==> config.mk <==
export PLATFORM = sky130hd
export DESIGN_NAME = mdio_c22_master
export DESIGN_NICKNAME = d
export VERILOG_FILES = /design/src/rtl/mdio_c22_pkg.sv /design/src/rtl/mdc_divider.sv /design/src/rtl/mgmt_frame_engine.sv /design/src/rtl/mdio_c22_master.sv
export SDC_FILE = /design/constraint.sdc
export NUM_CORES = 1
export LEC_CHECK = 0
export BUFFER_PORTS_ARGS = -buffer_cell sky130_fd_sc_hd__buf_2
export CORE_MARGIN = 2
export CORE_UTILIZATION = 50
export DETAILED_ROUTE_END_ITERATION = 10
export MAX_ROUTING_LAYER = met4
export PLACE_DENSITY = 0.69
export SLEW_MARGIN = 0
export SYNTH_ARGS = -nofsm -noshare
export SYNTH_HDL_FRONTEND = slang
export SYNTH_HIERARCHICAL = 1
export SYNTH_SLANG_ARGS = --single-unit
export TNS_END_PERCENT = 100
==> constraint.sdc <==
create_clock -name clk -period 3.8 [get_ports clk]
set_input_delay 0.19 -clock clk [delete_from_list [all_inputs] [get_ports clk]]
set_output_delay 0.19 -clock clk [all_outputs]
set_load 0.01 [all_outputs]
==> src/rtl/mdio_c22_pkg.sv <==
package mdio_c22_pkg;
  localparam int PREAMBLE_LEN = 32;
  localparam int ADDR_W       = 5;
  localparam int DATA_W       = 16;
  localparam int FRAME_LEN    = PREAMBLE_LEN + 2 + 2 + 2 * ADDR_W + 2 + DATA_W;
  localparam int TA_POS       = FRAME_LEN - DATA_W - 2;
  localparam int BIT_OP       = 26;
  localparam int BIT_VALID    = 27;
  localparam int BIT_BUSY     = 28;

  typedef struct packed {
    logic              rd;
    logic [ADDR_W-1:0] regad;
    logic [ADDR_W-1:0] phy;
    logic [DATA_W-1:0] data;
  } mgmt_cmd_t;
endpackage

==> src/rtl/mdc_divider.sv <==
module mdc_divider #(
  parameter int HALF_DIV = 10
) (
  input  logic clk,
  input  logic rst,
  output logic mdc,
  output logic rise_tick,
  output logic fall_tick
);
  localparam int CW = (HALF_DIV > 1) ? $clog2(HALF_DIV) : 1;
  localparam logic [CW-1:0] LAST = CW'(HALF_DIV - 1);

  logic [CW-1:0] cnt;
  logic          wrap;

  assign wrap      = (cnt == LAST);
  assign rise_tick = wrap && !mdc;
  assign fall_tick = wrap && mdc;

  always_ff @(posedge clk) begin
    if (rst) begin
      cnt <= '0;
      mdc <= 1'b0;
    end else if (wrap) begin
      cnt <= '0;
      mdc <= !mdc;
    end else begin
      cnt <= cnt + CW'(1);
    end
  end
endmodule

==> src/rtl/mgmt_frame_engine.sv <==
module mgmt_frame_engine
  import mdio_c22_pkg::*;
(
  input  logic              clk,
  input  logic              rst,
  input  logic              start,
  input  mgmt_cmd_t         cmd,
  input  logic              rise_tick,
  input  logic              fall_tick,
  input  logic              mdio_i,
  output logic              busy,
  output logic              last,
  output logic              ta_ok,
  output logic [DATA_W-1:0] rx_data,
  output logic              mdio_o,
  output logic              mdio_oe
);
  localparam int CNT_W = $clog2(FRAME_LEN + 1);
  localparam logic [CNT_W-1:0] END_CNT  = CNT_W'(FRAME_LEN);
  localparam logic [CNT_W-1:0] REL_CNT  = CNT_W'(TA_POS);
  localparam logic [CNT_W-1:0] TA2_CNT  = CNT_W'(TA_POS + 2);

  logic [FRAME_LEN-1:0] shreg;
  logic [CNT_W-1:0]     bitcnt;
  logic                 is_rd;

  assign last = busy && fall_tick && (bitcnt == END_CNT);

  always_ff @(posedge clk) begin
    if (rst) begin
      busy    <= 1'b0;
      bitcnt  <= '0;
      shreg   <= '0;
      is_rd   <= 1'b0;
      ta_ok   <= 1'b0;
      rx_data <= '0;
      mdio_o  <= 1'b1;
      mdio_oe <= 1'b0;
    end else if (!busy) begin
      if (start) begin
        busy   <= 1'b1;
        bitcnt <= '0;
        is_rd  <= cmd.rd;
        ta_ok  <= 1'b0;
        shreg  <= {{PREAMBLE_LEN{1'b1}}, 2'b01, (cmd.rd ? 2'b10 : 2'b01),
                   cmd.phy, cmd.regad, 2'b10,
                   (cmd.rd ? {DATA_W{1'b0}} : cmd.data)};
      end
    end else begin
      if (fall_tick) begin
        if (bitcnt == END_CNT) begin
          busy    <= 1'b0;
          mdio_o  <= 1'b1;
          mdio_oe <= 1'b0;
        end else begin
          mdio_o  <= shreg[FRAME_LEN-1];
          shreg   <= {shreg[FRAME_LEN-2:0], 1'b0};
          mdio_oe <= !is_rd || (bitcnt < REL_CNT);
          bitcnt  <= bitcnt + CNT_W'(1);
        end
      end
      if (rise_tick && is_rd && bitcnt != '0) begin
        if (bitcnt == TA2_CNT) ta_ok <= !mdio_i;
        if (bitcnt > TA2_CNT)  rx_data <= {rx_data[DATA_W-2:0], mdio_i};
      end
    end
  end
endmodule

==> src/rtl/mdio_c22_master.sv <==
module mdio_c22_master
  import mdio_c22_pkg::*;
#(
  parameter int HALF_DIV = 10
) (
  input  logic        clk,
  input  logic        rst,
  input  logic        reg_wr,
  input  logic [31:0] reg_wdata,
  output logic [31:0] reg_rdata,
  output logic        mdc,
  output logic        mdio_o,
  output logic        mdio_oe,
  input  logic        mdio_i
);
  mgmt_cmd_t         cmd_q;
  mgmt_cmd_t         cmd_new;
  logic              valid_q;
  logic              busy;
  logic              frame_last;
  logic              start;
  logic              ta_ok;
  logic [DATA_W-1:0] rx_data;
  logic              rise_tick;
  logic              fall_tick;
  logic              unused_hi;

  assign unused_hi = ^reg_wdata[31:BIT_OP+1];
  assign cmd_new   = mgmt_cmd_t'(reg_wdata[BIT_OP:0]);
  assign start     = reg_wr && !busy;

  mdc_divider #(.HALF_DIV(HALF_DIV)) u_div (
    .clk       (clk),
    .rst       (rst),
    .mdc       (mdc),
    .rise_tick (rise_tick),
    .fall_tick (fall_tick)
  );

  mgmt_frame_engine u_eng (
    .clk       (clk),
    .rst       (rst),
    .start     (start),
    .cmd       (cmd_new),
    .rise_tick (rise_tick),
    .fall_tick (fall_tick),
    .mdio_i    (mdio_i),
    .busy      (busy),
    .last      (frame_last),
    .ta_ok     (ta_ok),
    .rx_data   (rx_data),
    .mdio_o    (mdio_o),
    .mdio_oe   (mdio_oe)
  );

  always_ff @(posedge clk) begin
    if (rst) begin
      cmd_q   <= '0;
      valid_q <= 1'b0;
    end else if (start) begin
      cmd_q   <= cmd_new;
      valid_q <= 1'b0;
    end else if (frame_last && cmd_q.rd) begin
      cmd_q.data <= rx_data;
      valid_q    <= ta_ok;
    end
  end

  assign reg_rdata = {3'b000, busy, valid_q, cmd_q};
endmodule

# [Word-level counts from Yosys, hierarchy flattened]
# Index checks and enable logic that the tools add are counted.
[totals] register_bits=125 latch_bits=0 ramBits=0 romBits=0 inputBits=36 output_inout_bits=35 wordCells=72 memories=0
[classes] addsub=2 multipliers=0 div=0 n_lt_le_gt_ge=2 n_eq_ne=7 shift=0 mux=22 n_bitwise=1 n_reduce_logical=23
[op_table] op="2-to-1 mux 64 bit" count=4
[op_table] op="2-to-1 mux 16 bit" count=3
[op_table] op="2-to-1 mux 7 bit" count=4
[op_table] op="2-to-1 mux 1 bit" count=10
[op_table] op="AND reduction 3 bit" count=3
[op_table] op="logical AND 1 bit" count=8
[op_table] op="adder 7 x 1 -> 7 bit, second input constant" count=1
[op_table] op="== test 7 x 6 -> 1 bit, second input constant" count=1
[op_table] op="== test 7 bit, second input constant" count=1
[op_table] op="greater-than comparator 7 x 6 -> 1 bit, second input constant" count=1
[op_table] op="< comparator 7 x 6 -> 1 bit, second input constant" count=1
[op_table] op="nonzero test 7 bit" count=1
[op_table] op="inequality test 2 bit, second input constant" count=3
[op_table] op="adder 4 x 1 -> 4 bit, second input constant" count=1
[op_table] op="== test 4 bit, second input constant" count=1
[op_table] op="logical NOT 1 bit" count=4
[op_table] op="AND reduction 2 bit" count=2
[op_table] op="nonzero test 2 bit" count=2
[op_table] op="OR reduction 2 bit" count=2
[op_table] op="2-to-1 mux 2 bit" count=1
[op_table] op="inequality test 2 x 1 -> 1 bit, second input constant" count=1
[op_table] op="logical OR 1 bit" count=1
[op_table] op="NOT 1 bit" count=1

# [Longest topological paths before layout]
[logic_depth] depth_word=7 depth_mapped=15 ltp_nobuf=10

# [Hierarchy]
# Netlist, hierarchy kept.
[modules_own_cells] module="mgmt_frame_engine" n_inst=1 cells_each=428 area_each_um2=4322.9 seq_area_each_um2=1841.8
[modules_own_cells] module="mdio_c22_master" n_inst=1 cells_each=151 area_each_um2=1268.7 seq_area_each_um2=560.5
[modules_own_cells] module="mdc_divider" n_inst=1 cells_each=25 area_each_um2=227.7 seq_area_each_um2=100.1

# [Worst setup path after synthesis]
# Ideal clock, no wire load.
[synth_timing] kind="register -> register" start="reg u_div.cnt[1]" end="reg cmd_q, in the netlist reg_rdata[10]" arrival_ns=2.557 required_time_ns=3.712 path_slack_ns=1.155 path_stages_with_launch=16 path_cell_list="dfxtp_1 > inv_1 > ha_1 > nand2_2 > nor2_1 > and2_1 > nand2_1 > clkbuf_1 > buf_2 > nor3_1 > and2_1 > buf_2 > or2_1 > buf_6 > buf_6 > a311oi_2"
[synth_between] elab_chain_len=6
[synth_rtl] item="from (decl)" line_no="mdc_divider.sv:13" rtl="logic [CW-1:0] cnt;"
[synth_rtl] item="from (signal assigned)" line_no="mdc_divider.sv:28" rtl="cnt <= cnt + CW'(1);"
[synth_rtl] item="== test 4 bit" line_no="mdc_divider.sv:16" rtl="assign wrap = (cnt == LAST);"
[synth_rtl] item="logical AND 1 bit" line_no="mdc_divider.sv:18" rtl="assign fall_tick = wrap && mdc;"
[synth_rtl] item="via fall_tick" line_no="mdio_c22_master.sv:25" rtl="logic fall_tick;"
[synth_rtl] item="logical AND 1 bit (2 in a row)" line_no="mgmt_frame_engine.sv:27" rtl="assign last = busy && fall_tick && (bitcnt == END_CNT);"
[synth_rtl] item="via frame_last" line_no="mdio_c22_master.sv:20" rtl="logic frame_last;"
[synth_rtl] item="logical AND 1 bit" line_no="mdio_c22_master.sv:63" rtl="end else if (frame_last && cmd_q.rd) begin"
[synth_rtl] item="nonzero test 2 bit (no line)"
[synth_rtl] item="to (signal assigned)" line_no="mdio_c22_master.sv:61" rtl="cmd_q <= cmd_new;"
[synth_rtl] item="to (decl)" line_no="mdio_c22_master.sv:16" rtl="mgmt_cmd_t cmd_q;"
# The timed path passes the listed nets, and every way through them passes these cells.
# A chain may end at the register's enable or synchronous reset.

# [Worst setup path in the final report]
[layout_timing] start="reg u_div.cnt[0]" end="reg cmd_q, in the netlist reg_rdata[12]"
# The elaborated chain is that of the path after synthesis.

==> metrics.txt <==
run status complete, no violations; die area 0.0125 mm^2; total gr overflow 0; clock slew at reported path FFs 50 ps; num ports 71; # port buffers 62; Fin. Hold Viols 0; crit share post-route 75.8%; Fill cells 1001; mean post-synth cell area 9.63 um^2; placed instance count 759; Gate Count Post-Synth 604; unrepaired setup endpoints after global routing false; cell seen most often among critical-path stages and2_1; Least-Margin Pin Slew 1250 ps; share of layout cells above drive strength 1 24.0%; post_cts resized 0; DRC Markers 0; Worst slew margin 16.8%; Final WS setup 921 ps; Min Clock Period, post-route 2880 ps; hold crit path type in -> reg; PD cells 502 mW/mm^2; H-tree depth 4; Post-CTS Setup Inserts 0; Peak Freq 347 MHz; core area 0.0114 mm^2; Area Growth Syn to Fin 14.8%; number of synthesized flops with an enable pin 0; Crit-path slowest cell or2_1; P_leak 2.71 nW; Cell variety after synth 57; Final nets 675; initial core utilization 51.2%; initial antenna violation count 0; Ys Warns 6; hold buffers post-CTS 0; top cells by area, synth dfxtp_1, nand2_1, mux2i_1; Pins Over Slew Limit 0; Worst EP required 4040 ps; Crit path arrival time 3120 ps; Total GRT Usage 22.5%; CP max FO 18; largest net degree at the start of global routing 74; mapped cell area 0.00582 mm^2; area occupied by multi-input gates 0.00298 mm^2; CP Class reg -> reg; Worst-Skew Late Latency 410 ps; critical path capture point type flop; Die H 112 um; # rows 39; drt initial violations 353; area leader, netlist dfxtp_1; fin cells 789; clk sinks 125; synthesis-stage register bit count 125; Top FF cell, synth dfxtp_1; Setup Viol. Count Final 0; GP Congestion 0.820; CTS tree yes; first-pass GRT wire length 22.2 mm; hpwl dp 7.99 mm; Util after Layout 58.8%; clk buf depth 2; CP Cell Sequence ha_1, nand2_2, nor2_1, and2_1, nand2_1, nor3_1, and2_1, buf_4, or2_1, a311oi_2; Diodes inserted 0; via density per instance 5.93; CTS Buf Count 17; Startpoint Class flop; register area share after synthesis 43.0%; CTS root buffer clkbuf_16; Place WS 967 ps; Max VDD drop 0.000395 V; drt pass-1 iters 4; Sequential Area 0.00250 mm^2; total negative slack 0 ps; Final Skew 10.3 ps; Die Wd 112 um; Vias 4678; Routed Antenna Nets 0; Post-Route WL 13.3 mm; crit-path max cell delay 650 ps; asr flop ratio synth 0%; vias in the first global route 4488; wire per inst 16.9 um; Yosys top cell area share 43.0%; max cap viols 0
[state kept, by name, indices dropped and copies added, names as in the netlist, 4 cells and up]
register,count
reg_rdata,27
u_div/cnt,4
u_eng/bitcnt,7
u_eng/rx_data,16
u_eng/shreg,64
[synth_stat cells (2+ instances only)]
master and n:
and2_1 5, o31ai_1 3, clkbuf_1 27, o21ai_0 8, buf_4 5, mux2i_1 33
or2_1 2, buf_2 19, nand2b_1 3, o211a_1 10, ha_1 4, mux2_4 9
or3b_2 14, mux2_2 9, nor4_1 2, or3_1 4, a211o_1 34, nor2_1 7
a311oi_2 10, nand2_1 95, a31oi_1 2, a21oi_1 34, o2111ai_1 2, buf_1 6
nor2b_1 19, buf_6 5, nand3_1 7, a311oi_1 6, o41ai_1 2, nor3_1 23
dfxtp_1 125, o311a_1 32, inv_1 4, o311ai_0 10, or4_1 2
[cells in the final DEF (no fill, tap or decap), types with 3 or more instances in the layout]
master,count
a211o_1,34
a21oi_1,34
a311oi_1,6
a311oi_2,10
and2_1,5
buf_2,62
buf_4,12
bufinv_16,3
clkbuf_1,3
clkbuf_16,17
clkbuf_8,3
clkinv_2,3
conb_1,3
dfxtp_1,124
ha_1,4
inv_1,4
mux2_2,9
mux2_4,9
mux2i_1,33
nand2_1,95
nand2b_1,3
nand3_1,7
nor2_1,6
nor2b_1,18
nor3_1,23
o211a_1,10
o21ai_0,8
o311a_1,32
o311ai_0,10
o31ai_1,3
or3_1,4
or3b_2,14
[power breakdown]
part / internal (mW) / switching, mW / leakage (nW) / total, mW
Combinational: 0.132 / 0.176 / 1.40 / 0.308
Sequential: 1.39 / 0.0413 / 1.02 / 1.43
Clock: 1.07 / 0.546 / 0.289 / 1.62
Total: 2.59 / 0.763 / 2.71 / 3.36
[worst max-delay path, delay by kind of cell (launching register included)]
kind            cells  cell delay [ps]
simple gates        7             1670
compound gates      1              210
flops               1              390
buf+inv             1              230
fa+ha+maj           1              210
[cells by family after synthesis]
kind of cell,after synthesis,synth area share [%]
compound gates,159,23.3
buf+inv,70,6.24
mux,51,9.74
fa+ha+maj,4,0.860
simple gates,194,16.8
other cells,1,0.0644
flops,125,43.0
[metal layers]
layer  wire (um)  vias up  track usage (%)
met3         560       10             6.21
met4         128        0             6.75
met2        6280      103             34.0
li1            -     2296                -
met1        6350     2269             29.5
met5           0        -                -
[through the flow]
stage          power [mW]  area [um^2]  hold WS, ps
2_1_floorplan        1.68         5830          259
3_3_place_gp         1.75         6090          441
3_5_place_dp         1.76         6090          448
4_1_cts              3.38         6680         15.1
5_1_grt              3.49         6680         13.9
6_report             3.36         6680         25.2
[cell type report]
class | count | area share [%]
Clock buffer | 23 | 7.15
Clock inverter | 7 | 1.69
Inverter | 6 | 0.375
Multi-Input combinational cell | 411 | 44.6
Sequential cell | 125 | 37.5
Tap cell | 143 | 2.68
Timing Repair Buffer | 74 | 5.99
[final timing paths]
path	from	endpoint	slack [ps]	depth (start not counted)
setup / recovery	u_div/cnt[0]	reg_rdata[12]	920	10
setup reg to reg	u_div/cnt[0]	reg_rdata[12]	920	10
hold reg to reg	reg_rdata[17]	reg_rdata[17]	450	2
hold / removal	reg_wdata[17]	reg_rdata[17]	30	3
(Power assumes the default switching activity.)
